## src/rtl/wr_autopre_pkg.sv

```systemverilog
package wr_autopre_pkg;

  // Command code on {RAS#, CAS#, WE#}
  typedef enum logic [2:0] {
    CMD_NOP = 3'b111,
    CMD_ACT = 3'b011,
    CMD_WR  = 3'b100
  } ddrCmd_e;

  // Strobes from the control to the datapath, one cycle ahead of the pins
  typedef struct packed {
    logic act;      // launch ACTIVATE and capture the request
    logic wr;       // launch WRITE with auto precharge
    logic dqsPre;   // strobe preamble
    logic beat0;    // beats 0 and 1
    logic beat1;    // beats 2 and 3
    logic dqsPost;  // strobe postamble
  } seqStrb_t;

  localparam int BURST_LEN = 4;
  localparam int AP_BIT_POS = 10;

endpackage

```

## src/rtl/wr_autopre_ctrl.sv

```systemverilog
module wr_autopre_ctrl
  import wr_autopre_pkg::*;
#(
  parameter int T_RCD  = 3,
  parameter int WL     = 2,
  parameter int WR_CYC = 3,
  parameter int T_RP   = 3,
  parameter int T_RAS  = 8
) (
  input  logic     clk,
  input  logic     rstN,
  input  logic     reqValid,
  output logic     reqReady,
  output seqStrb_t strb
);

  // Cycle numbers relative to the ACTIVATE cycle (cycle 0)
  localparam int DATA0     = T_RCD + WL;
  localparam int RECOV_END = DATA0 + 2 + WR_CYC;
  localparam int PRE_AT    = (RECOV_END > T_RAS) ? RECOV_END : T_RAS;
  localparam int GAP       = PRE_AT + T_RP;
  localparam int CNT_W     = $clog2(GAP + 1);

  logic             busy;
  logic [CNT_W-1:0] cnt;
  logic             accept;
  logic             lastCyc;

  assign reqReady = !busy;
  assign accept   = reqValid && !busy;
  assign lastCyc  = busy && (cnt == CNT_W'(GAP - 2));

  // Each strobe fires one cycle before the pin cycle it names
  always_comb begin
    strb         = '0;
    strb.act     = accept;
    strb.wr      = busy && (cnt == CNT_W'(T_RCD - 1));
    strb.dqsPre  = busy && (cnt == CNT_W'(DATA0 - 2));
    strb.beat0   = busy && (cnt == CNT_W'(DATA0 - 1));
    strb.beat1   = busy && (cnt == CNT_W'(DATA0));
    strb.dqsPost = busy && (cnt == CNT_W'(DATA0 + 1));
  end

  always_ff @(posedge clk) begin
    if (!rstN) begin
      busy <= 1'b0;
      cnt  <= '0;
    end else if (accept) begin
      busy <= 1'b1;
      cnt  <= '0;
    end else if (busy) begin
      cnt <= cnt + 1'b1;
      if (lastCyc) busy <= 1'b0;
    end
  end

  AST_CNT_IN_WINDOW: assert property (@(posedge clk) disable iff (!rstN)
    busy |-> (cnt <= CNT_W'(GAP - 2)));

  AST_ONE_LAUNCH: assert property (@(posedge clk) disable iff (!rstN)
    $onehot0({strb.act, strb.wr, strb.beat0, strb.beat1, strb.dqsPost}));

  AST_READY_AFTER_TAKE: assert property (@(posedge clk) disable iff (!rstN)
    accept |=> !reqReady);

endmodule

```

## src/rtl/wr_autopre_dpath.sv

```systemverilog
module wr_autopre_dpath
  import wr_autopre_pkg::*;
#(
  parameter int BANK_W     = 3,
  parameter int ROW_W      = 14,
  parameter int COL_W      = 10,
  parameter int DQ_W       = 16,
  parameter int INTERLEAVE = 0
) (
  input  logic                           clk,
  input  logic                           rstN,
  input  seqStrb_t                       strb,
  input  logic [BANK_W-1:0]              reqBank,
  input  logic [ROW_W-1:0]               reqRow,
  input  logic [COL_W-1:0]               reqCol,
  input  logic [BURST_LEN*DQ_W-1:0]      reqData,
  input  logic [BURST_LEN*(DQ_W/8)-1:0]  reqMask,
  output logic [2:0]                     cmdOut,
  output logic [BANK_W-1:0]              bankOut,
  output logic [(ROW_W>11?ROW_W:11)-1:0] addrOut,
  output logic                           dqsOe,
  output logic                           dqsPulse,
  output logic                           dqOe,
  output logic [DQ_W-1:0]                dqRise,
  output logic [DQ_W-1:0]                dqFall,
  output logic [DQ_W/8-1:0]              dmRise,
  output logic [DQ_W/8-1:0]              dmFall
);

  localparam int DM_W   = DQ_W / 8;
  localparam int ADDR_W = (ROW_W > 11) ? ROW_W : 11;
  localparam logic [ADDR_W-1:0] AP_MASK = ADDR_W'(1 << AP_BIT_POS);

  logic [BANK_W-1:0]             holdBank;
  logic [COL_W-1:0]              holdCol;
  logic [BURST_LEN*DQ_W-1:0]     holdData;
  logic [BURST_LEN*DM_W-1:0]     holdMask;

  logic [DQ_W-1:0] beatDq [BURST_LEN];
  logic [DM_W-1:0] beatDm [BURST_LEN];

  // Request capture at acceptance
  always_ff @(posedge clk) begin
    if (!rstN) begin
      holdBank <= '0;
      holdCol  <= '0;
      holdData <= '0;
      holdMask <= '0;
    end else if (strb.act) begin
      holdBank <= reqBank;
      holdCol  <= reqCol;
      holdData <= reqData;
      holdMask <= reqMask;
    end
  end

  // Burst order: beat i picks a word by the start column's low two bits
  for (genvar i = 0; i < BURST_LEN; i++) begin : gBeat
    logic [1:0] idx;
    if (INTERLEAVE != 0) begin : gIlv
      assign idx = holdCol[1:0] ^ 2'(i);
    end else begin : gSeq
      assign idx = holdCol[1:0] + 2'(i);
    end
    assign beatDq[i] = holdData[idx*DQ_W +: DQ_W];
    assign beatDm[i] = holdMask[idx*DM_W +: DM_W];
  end

  // Command and address pins
  always_ff @(posedge clk) begin
    if (!rstN) begin
      cmdOut  <= CMD_NOP;
      bankOut <= '0;
      addrOut <= '0;
    end else if (strb.act) begin
      cmdOut  <= CMD_ACT;
      bankOut <= reqBank;
      addrOut <= ADDR_W'(reqRow);
    end else if (strb.wr) begin
      cmdOut  <= CMD_WR;
      bankOut <= holdBank;
      addrOut <= ADDR_W'(holdCol) | AP_MASK;
    end else begin
      cmdOut  <= CMD_NOP;
      bankOut <= '0;
      addrOut <= '0;
    end
  end

  // Strobe, data and mask pins
  always_ff @(posedge clk) begin
    if (!rstN) begin
      dqsOe    <= 1'b0;
      dqsPulse <= 1'b0;
      dqOe     <= 1'b0;
      dqRise   <= '0;
      dqFall   <= '0;
      dmRise   <= '0;
      dmFall   <= '0;
    end else begin
      dqsOe    <= strb.dqsPre | strb.beat0 | strb.beat1 | strb.dqsPost;
      dqsPulse <= strb.beat0 | strb.beat1;
      dqOe     <= strb.beat0 | strb.beat1;
      if (strb.beat0) begin
        dqRise <= beatDq[0];
        dqFall <= beatDq[1];
        dmRise <= beatDm[0];
        dmFall <= beatDm[1];
      end else if (strb.beat1) begin
        dqRise <= beatDq[2];
        dqFall <= beatDq[3];
        dmRise <= beatDm[2];
        dmFall <= beatDm[3];
      end else begin
        dqRise <= '0;
        dqFall <= '0;
        dmRise <= '0;
        dmFall <= '0;
      end
    end
  end

  AST_BURST_FOLLOWS_PRE: assert property (@(posedge clk) disable iff (!rstN)
    (dqsOe && !dqsPulse && !$past(dqsOe)) |=> dqsPulse);

  AST_POST_AFTER_BURST: assert property (@(posedge clk) disable iff (!rstN)
    $fell(dqOe) |-> (dqsOe && !dqsPulse));

  AST_QUIET_DATA: assert property (@(posedge clk) disable iff (!rstN)
    !dqOe |-> (dqRise == '0 && dqFall == '0 && dmRise == '0 && dmFall == '0));

endmodule

```

## src/rtl/wr_autopre_seq.sv

```systemverilog
module wr_autopre_seq
  import wr_autopre_pkg::*;
#(
  parameter int BANK_W     = 3,
  parameter int ROW_W      = 14,
  parameter int COL_W      = 10,
  parameter int DQ_W       = 16,
  parameter int T_RCD      = 3,
  parameter int WL         = 2,
  parameter int WR_CYC     = 3,
  parameter int T_RP       = 3,
  parameter int T_RAS      = 8,
  parameter int INTERLEAVE = 0
) (
  input  logic                           clk,
  input  logic                           rstN,
  input  logic                           reqValid,
  output logic                           reqReady,
  input  logic [BANK_W-1:0]              reqBank,
  input  logic [ROW_W-1:0]               reqRow,
  input  logic [COL_W-1:0]               reqCol,
  input  logic [4*DQ_W-1:0]              reqData,
  input  logic [4*(DQ_W/8)-1:0]          reqMask,
  output logic [2:0]                     cmdOut,
  output logic [BANK_W-1:0]              bankOut,
  output logic [(ROW_W>11?ROW_W:11)-1:0] addrOut,
  output logic                           dqsOe,
  output logic                           dqsPulse,
  output logic                           dqOe,
  output logic [DQ_W-1:0]                dqRise,
  output logic [DQ_W-1:0]                dqFall,
  output logic [DQ_W/8-1:0]              dmRise,
  output logic [DQ_W/8-1:0]              dmFall
);

  localparam int RECOV_END = T_RCD + WL + 2 + WR_CYC;
  localparam int GAP       = ((RECOV_END > T_RAS) ? RECOV_END : T_RAS) + T_RP;
  localparam int GAP_W     = $clog2(GAP + 2);

  // Write-recovery count must fit the 3-bit mode-register field (2..8)
  if (WR_CYC < 2 || WR_CYC > 8) begin : gBadWr
    $error("WR_CYC outside the encodable range 2..8");
  end
  if (COL_W > AP_BIT_POS || COL_W < 2) begin : gBadCol
    $error("COL_W must lie in 2..10");
  end

  seqStrb_t strb;

  wr_autopre_ctrl #(
    .T_RCD (T_RCD),
    .WL    (WL),
    .WR_CYC(WR_CYC),
    .T_RP  (T_RP),
    .T_RAS (T_RAS)
  ) u_ctrl (
    .clk     (clk),
    .rstN    (rstN),
    .reqValid(reqValid),
    .reqReady(reqReady),
    .strb    (strb)
  );

  wr_autopre_dpath #(
    .BANK_W    (BANK_W),
    .ROW_W     (ROW_W),
    .COL_W     (COL_W),
    .DQ_W      (DQ_W),
    .INTERLEAVE(INTERLEAVE)
  ) u_dpath (
    .clk     (clk),
    .rstN    (rstN),
    .strb    (strb),
    .reqBank (reqBank),
    .reqRow  (reqRow),
    .reqCol  (reqCol),
    .reqData (reqData),
    .reqMask (reqMask),
    .cmdOut  (cmdOut),
    .bankOut (bankOut),
    .addrOut (addrOut),
    .dqsOe   (dqsOe),
    .dqsPulse(dqsPulse),
    .dqOe    (dqOe),
    .dqRise  (dqRise),
    .dqFall  (dqFall),
    .dmRise  (dmRise),
    .dmFall  (dmFall)
  );

  // Pin-level history for the timing checks below
  logic [BANK_W-1:0] lastActBank;
  logic [GAP_W-1:0]  sinceAct;
  logic              seenAct;

  always_ff @(posedge clk) begin
    if (!rstN) begin
      lastActBank <= '0;
      sinceAct    <= '0;
      seenAct     <= 1'b0;
    end else if (cmdOut == CMD_ACT) begin
      lastActBank <= bankOut;
      sinceAct    <= GAP_W'(1);
      seenAct     <= 1'b1;
    end else if (sinceAct < GAP_W'(GAP)) begin
      sinceAct <= sinceAct + 1'b1;
    end
  end

  AST_ACT_FROM_TAKE: assert property (@(posedge clk) disable iff (!rstN)
    (cmdOut == CMD_ACT) |-> $past(reqValid && reqReady));

  AST_WR_SAME_BANK_AP: assert property (@(posedge clk) disable iff (!rstN)
    (cmdOut == CMD_WR) |-> (bankOut == lastActBank && addrOut[AP_BIT_POS]));

  AST_WR_AFTER_RCD: assert property (@(posedge clk) disable iff (!rstN)
    (cmdOut == CMD_WR) |-> (seenAct && sinceAct == GAP_W'(T_RCD)));

  AST_ACT_SPACING: assert property (@(posedge clk) disable iff (!rstN)
    (cmdOut == CMD_ACT && seenAct) |-> (sinceAct >= GAP_W'(GAP)));

  AST_DATA_WITH_STROBE: assert property (@(posedge clk) disable iff (!rstN)
    dqOe |-> (dqsOe && dqsPulse));

  AST_BUSY_DURING_BURST: assert property (@(posedge clk) disable iff (!rstN)
    dqsOe |-> !reqReady);

  AST_LEGAL_CMD: assert property (@(posedge clk) disable iff (!rstN)
    (cmdOut == CMD_NOP || cmdOut == CMD_ACT || cmdOut == CMD_WR));

endmodule

```

## config.mk

```make
export PLATFORM = sky130hd
export DESIGN_NAME = wr_autopre_seq
export DESIGN_NICKNAME = d
export VERILOG_FILES = /design/src/rtl/wr_autopre_pkg.sv /design/src/rtl/wr_autopre_ctrl.sv /design/src/rtl/wr_autopre_dpath.sv /design/src/rtl/wr_autopre_seq.sv
export SDC_FILE = /design/constraint.sdc
export NUM_CORES = 1
export LEC_CHECK = 0
export BUFFER_PORTS_ARGS = -buffer_cell sky130_fd_sc_hd__buf_2
export CAP_MARGIN = 20
export CORE_ASPECT_RATIO = 1.1
export CORE_MARGIN = 2
export CORE_UTILIZATION = 47
export DETAILED_ROUTE_END_ITERATION = 16
export PLACE_DENSITY_LB_ADDON = 0.05
export SETUP_SLACK_MARGIN = 0.15
export SLEW_MARGIN = 0
export SYNTH_ARGS = -nofsm -noshare
export SYNTH_HDL_FRONTEND = slang
export SYNTH_SLANG_ARGS = --single-unit
```

## constraint.sdc

```tcl
create_clock -name clk -period 2.51 [get_ports clk]
set_input_delay 0.3765 -clock clk [delete_from_list [all_inputs] [get_ports clk]]
set_output_delay 0.3765 -clock clk [all_outputs]
set_load 0.01 [all_outputs]
```

# == Word level (Yosys, flattened, before mapping) ==
# Index checks and enable logic that the tools add are counted.
# totals
ff_bits,148
latch_bits,0
mem_bits_rw,0
mem_bits_ro,0
in_bits,102
wordCells,65
mem_count,0
# op_classes
add_sub_neg,4
n_mul,0
n_div,0
n_lt_le_gt_ge,0
eq_ne,6
n_shift,8
n_mux,17
bitwise,5
n_reduce_logical,9
# op_table
op,count
$shiftx A64 B7 Y16,4
$mux W16,4
$shiftx A8 B4 Y2,4
$mux W14,1
$eq A4 B3 Y1 const B,3
$mux W11,1
$mux W2,5
$mux W3,3
$eq A4 B2 Y1 const B,2
$logic_and A1 B1 Y1,7
$add A2 B2 Y2 const B,2
$add A4 B1 Y4 const B,1
$eq A4 B4 Y1 const B,1
$or A1 B1 Y1,4
$mux W1,3
$add A2 B1 Y2 const B,1
$reduce_or A2 Y1,1
$logic_not A1 Y1,1
$not A1 Y1,1

# == Longest topological paths before layout ==
# logic_depth
word_depth,5
ltp_mapped,7

# == Modules after synthesis ==
# Synthesis repeated with hierarchy kept, for this count alone.
# unflattened
hier_cells,487
area_unflattened_um2,6009.5
# modules_own_cells
mod,n_inst,cells_each,area_each_um2,seq_area_each_um2
wr_autopre_dpath,1,450,5675.4,2842.7
wr_autopre_ctrl,1,37,334.1,100.1

# == Worst setup path before layout ==
# OpenSTA, ideal clock, no wires.
# synth_timing
path_type,register to register
from,register u_ctrl.cnt[0]
to,register u_dpath.dqRise[10]
setup_time_ns,0.134
t_arrival_ns,1.630
required_ns,2.376
setup_slack_ns,0.747
stages_incl_launch_ff,8
n_path_buf,1
synth_period_minus_slack_ns,1.763
path_cell_list,dfxtp_1 > inv_1 > ha_1 > nand4b_2 > xor2_4 > buf_4 > mux2i_1 > o22ai_1
# synth_between
elab_chain_cells,4
elab_cells_between_ends,6
cone_classes,2 x eq/ne; 2 x mux; 2 x reduce/logical
# synth_rtl
element,line_no,text
from (decl),wr_autopre_ctrl.sv:25,logic [CNT_W-1:0] cnt;
from (signal assigned),wr_autopre_ctrl.sv:52,cnt <= cnt + 1'b1;
$eq A4 B3 Y1,wr_autopre_ctrl.sv:40,strb.beat1 = busy && (cnt == CNT_W'(DATA0));
$logic_and A1 B1 Y1,wr_autopre_ctrl.sv:40,
$mux W16,wr_autopre_dpath.sv:109,end else if (strb.beat1) begin
$mux W16 *,wr_autopre_dpath.sv:104,if (strb.beat0) begin
to (signal assigned),wr_autopre_dpath.sv:105,dqRise <= beatDq[0];
to (signal assigned),wr_autopre_dpath.sv:110,dqRise <= beatDq[2];
to (decl),wr_autopre_dpath.sv:24,"output logic [DQ_W-1:0] dqRise,"
# Mark *: on every way between the ends. The rest lies on a longest branch, timed or not.
# A chain may end at the register's enable or synchronous reset.

# == Worst setup path after layout ==
# layout_timing
from,register u_ctrl.cnt[0]
to,register u_dpath.dqFall[12]
# layout_between
elab_chain_cells,4
elab_cells_between_ends,6
cone_classes,2 x eq/ne; 2 x mux; 2 x reduce/logical
# layout_rtl
element,line_no,text
$eq A4 B3 Y1,wr_autopre_ctrl.sv:40,
$logic_and A1 B1 Y1,wr_autopre_ctrl.sv:40,
$mux W16,wr_autopre_dpath.sv:109,
$mux W16 *,wr_autopre_dpath.sv:104,
to (signal assigned),wr_autopre_dpath.sv:106,dqFall <= beatDq[1];
to (signal assigned),wr_autopre_dpath.sv:111,dqFall <= beatDq[3];
to (decl),wr_autopre_dpath.sv:25,"output logic [DQ_W-1:0] dqFall,"
# Marked as above.

==> impl_metrics.yaml <==
final_layout:
  instances_no_fill: 905
  fillers: 1029
  area_growth_pct: 26.1
  finish.utilization: 0.614
  antenna_cells: 0
  drive_gt1_frac: 0.274
  nets: 850
logic_synthesis:
  async_flop_share: 0
  synthCells: 600
  ys_top_cells_by_area: "dfxtp_1 (52%), nand2_1 (12%), a21boi_0 (12%), mux2i_1 (9.6%), o22ai_1 (4.0%)"
  yosys_warnings: 0
  yosys.area.top_type: "dfxtp_1"
  ys_seq_elements: 147
  synthesis.nets: 706
  synth-seq-area-share: 0.521
  syn_avg_cell_area_um2: 9.41
  ys_types: 29
  synthFlopType: "dfxtp_1"
  synth_common_cells: "nand2_1 (177), dfxtp_1 (147), a21boi_0 (88)"
  synth_edf_count: 0
  synth_area_mm2: 0.00564
  synth.top_cell.area_share: 0.521
  yosysMostFrequentCell: "nand2_1"
setup_path:
  crit_cells: 7
  critPathMaxStageDelay_ps: 410
  cp.required_ps: 2790
  rrSetupSlack_ps: 490
  crit_chain: "inv_1, ha_1, nand4b_2, xor2_4, buf_12, mux2i_1, o22ai_1"
  path_buf_inv: 2
  rr_endpoint: "u_dpath.dqFall[12]$_SDFF_PN0_"
  timing_worst_setup_path_type: "reg -> reg"
  rr_startpoint: "u_ctrl.cnt[0]$_SDFFE_PP0P_"
  crit_path_top_delay_cell: "dfxtp_1"
  start_kind: "register"
  cp_max_fo: 54
  rr_worst_depth: 7
  critical_path.startpoint: "u_ctrl.cnt[0]$_SDFFE_PP0P_"
  end_kind: "register"
  crit_family: "buffers and inverters"
  arrival_ps: 2300
clock_network:
  cts_root_buf: "clkbuf_16"
  clock_latency_ps: 420
  clock_path_buffers: 2
  clk_pin_slew_ps: 60
  cts_setup_buffers: 0
  cts_tree: "yes"
  cts.sink_count: 147
  cts.hold.buffers_added: 0
  numCtsBuffers: 17
  cts_resized: 0
  cts_max_level: 4
die:
  die_w_um: 108
  core_mm2: 0.0116
  initial_core_util: 0.487
  ios: 162
  num_rows: 41
  fp.dieH_um: 119
  design.die.area_mm2: 0.0129
sta:
  clock_skew_ps: 8.52
  grt_setup_unrepaired: "false"
  final-hold-violation-count: 0
  setup_ws_ps: 488
  post-route-min-period_ps: 2020
  maxSlewViolCount: 0
  slew_headroom: 0.478
  max_freq_mhz: 494
  worstMarginPinSlew_ps: 772
  timing.final.crit_share: 0.806
  setup_tns_ps: 0
  hold_slack_ps: 163
  finalSetupViolCount: 0
min_path:
  min_path_type: "in -> reg"
  min_to: "u_dpath.addrOut[10]$_SDFF_PN0_"
  min_path_cells: 3
  hp-start: "reqRow[10]"
placement:
  dp_slack_ps: 518
  port_buffers: 161
  place.gp.congestion: 0.808
  hpwl_um: 9000
  dp_cells: 875
route:
  drt_iter0_drc: 238
  antenna_left: 0
  wire_per_inst_um: 14.8
  dr.pass1.iters: 4
  viasPerCell: 5.09
  drc: 0
  via_count: 4609
  wirelength_um: 13400
grt:
  grtUsageTotal: 0.217
  grt_pass1_vias: 4575
  grt_pass1_wl_um: 22000
  overflow: 0
  antenna_found_initial: 0
  grt_max_degree: 55
run_status:
  status: "completed"
power:
  leakagePower_nw: 3.30
  ir_worst_vdd_mv: 0.377
  cellPowerDensity_mw_per_mm2: 759
job:
  maxCapViolCount: 0
layout by cell type, fill, tap and decap left out, types with 4 or more instances in the layout:
cell type	n
buf_2	161
o22ai_1	36
clkbuf_16	17
nand2_1	176
a22o_1	9
ha_1	4
and3_1	4
inv_1	5
a21oi_1	4
buf_4	9
a21boi_0	88
nor2b_1	4
mux2i_1	54
dfxtp_1	147
where the power goes:
part | internal, W | switching, W
logic | 0.000211 | 0.000243
clock network | 0.00153 | 0.000930
registers | 0.00243 | 0.0000622
layout make-up:
type | count | area [µm²] | share of cell area
Timing Repair Buffer | 172 | 913 | 0.128
Clock inverter | 9 | 106 | 0.0149
Tap cell | 150 | 188 | 0.0264
Sequential cell | 147 | 2940 | 0.414
Multi-Input combinational cell | 401 | 2480 | 0.348
Inverter | 5 | 18.8 | 0.00264
Clock buffer | 21 | 470 | 0.0661
state kept, by name, summed over array words and instances (netlist names), 3 cells and up:
| signal | cells |
|---|---|
| u_dpath.holdCol | 10 |
| u_ctrl.cnt | 4 |
| u_dpath.dqRise | 16 |
| u_dpath.holdData | 64 |
| u_dpath.dqFall | 16 |
| u_dpath.holdMask | 8 |
| u_dpath.bankOut | 3 |
| u_dpath.addrOut | 14 |
| u_dpath.holdBank | 3 |
per-layer routing:
metal | wire length (µm) | vias up | share of wire | global-route usage
li1 | - | 2322 | - | -
met1 | 5860 | 2131 | 0.44 | 0.260
met2 | 6490 | 140 | 0.48 | 0.365
met3 | 880 | 16 | 0.066 | 0.0679
met4 | 184 | 0 | 0.014 | 0.0713
met5 | 0 | - | 0 | 0
worst register-to-register path, stage by stage, from the launching register on:
cell	delay, ps
dfxtp_1	410
inv_1	110
ha_1	230
nand4b_2	150
xor2_4	180
buf_12	360
mux2i_1	330
o22ai_1	120
cell families after synthesis:
family          count (synthesis)  synth area share
simple gates                  197             0.143
flops                         147             0.521
compound gates                143             0.181
mux                            54            0.0958
buf+inv                        52            0.0426
fa+ha+maj                       4           0.00887
xor+xnor                        3           0.00798
worst max-delay path by stage:
| stage | to | slack, ps |
|---|---|---|
| after floorplan | u_dpath.dqRise[10]$_SDFF_PN0_ | 750 |
| after detailed placement | u_dpath.dqFall[12]$_SDFF_PN0_ | 520 |
| after global routing | u_dpath.dqRise[2]$_SDFF_PN0_ | 330 |
| final | u_dpath.dqFall[12]$_SDFF_PN0_ | 490 |
| after CTS | u_dpath.dqFall[12]$_SDFF_PN0_ | 500 |
| after global placement | u_dpath.dqFall[4]$_SDFF_PN0_ | 640 |
through the flow:
step           area, µm²  power (W)
2_1_floorplan       5640    0.00282
3_3_place_gp        6540    0.00298
3_5_place_dp        6540    0.00300
4_1_cts             7120    0.00545
5_1_grt             7120    0.00561
6_report            7120    0.00540
Power figures use the tool's default switching activity.
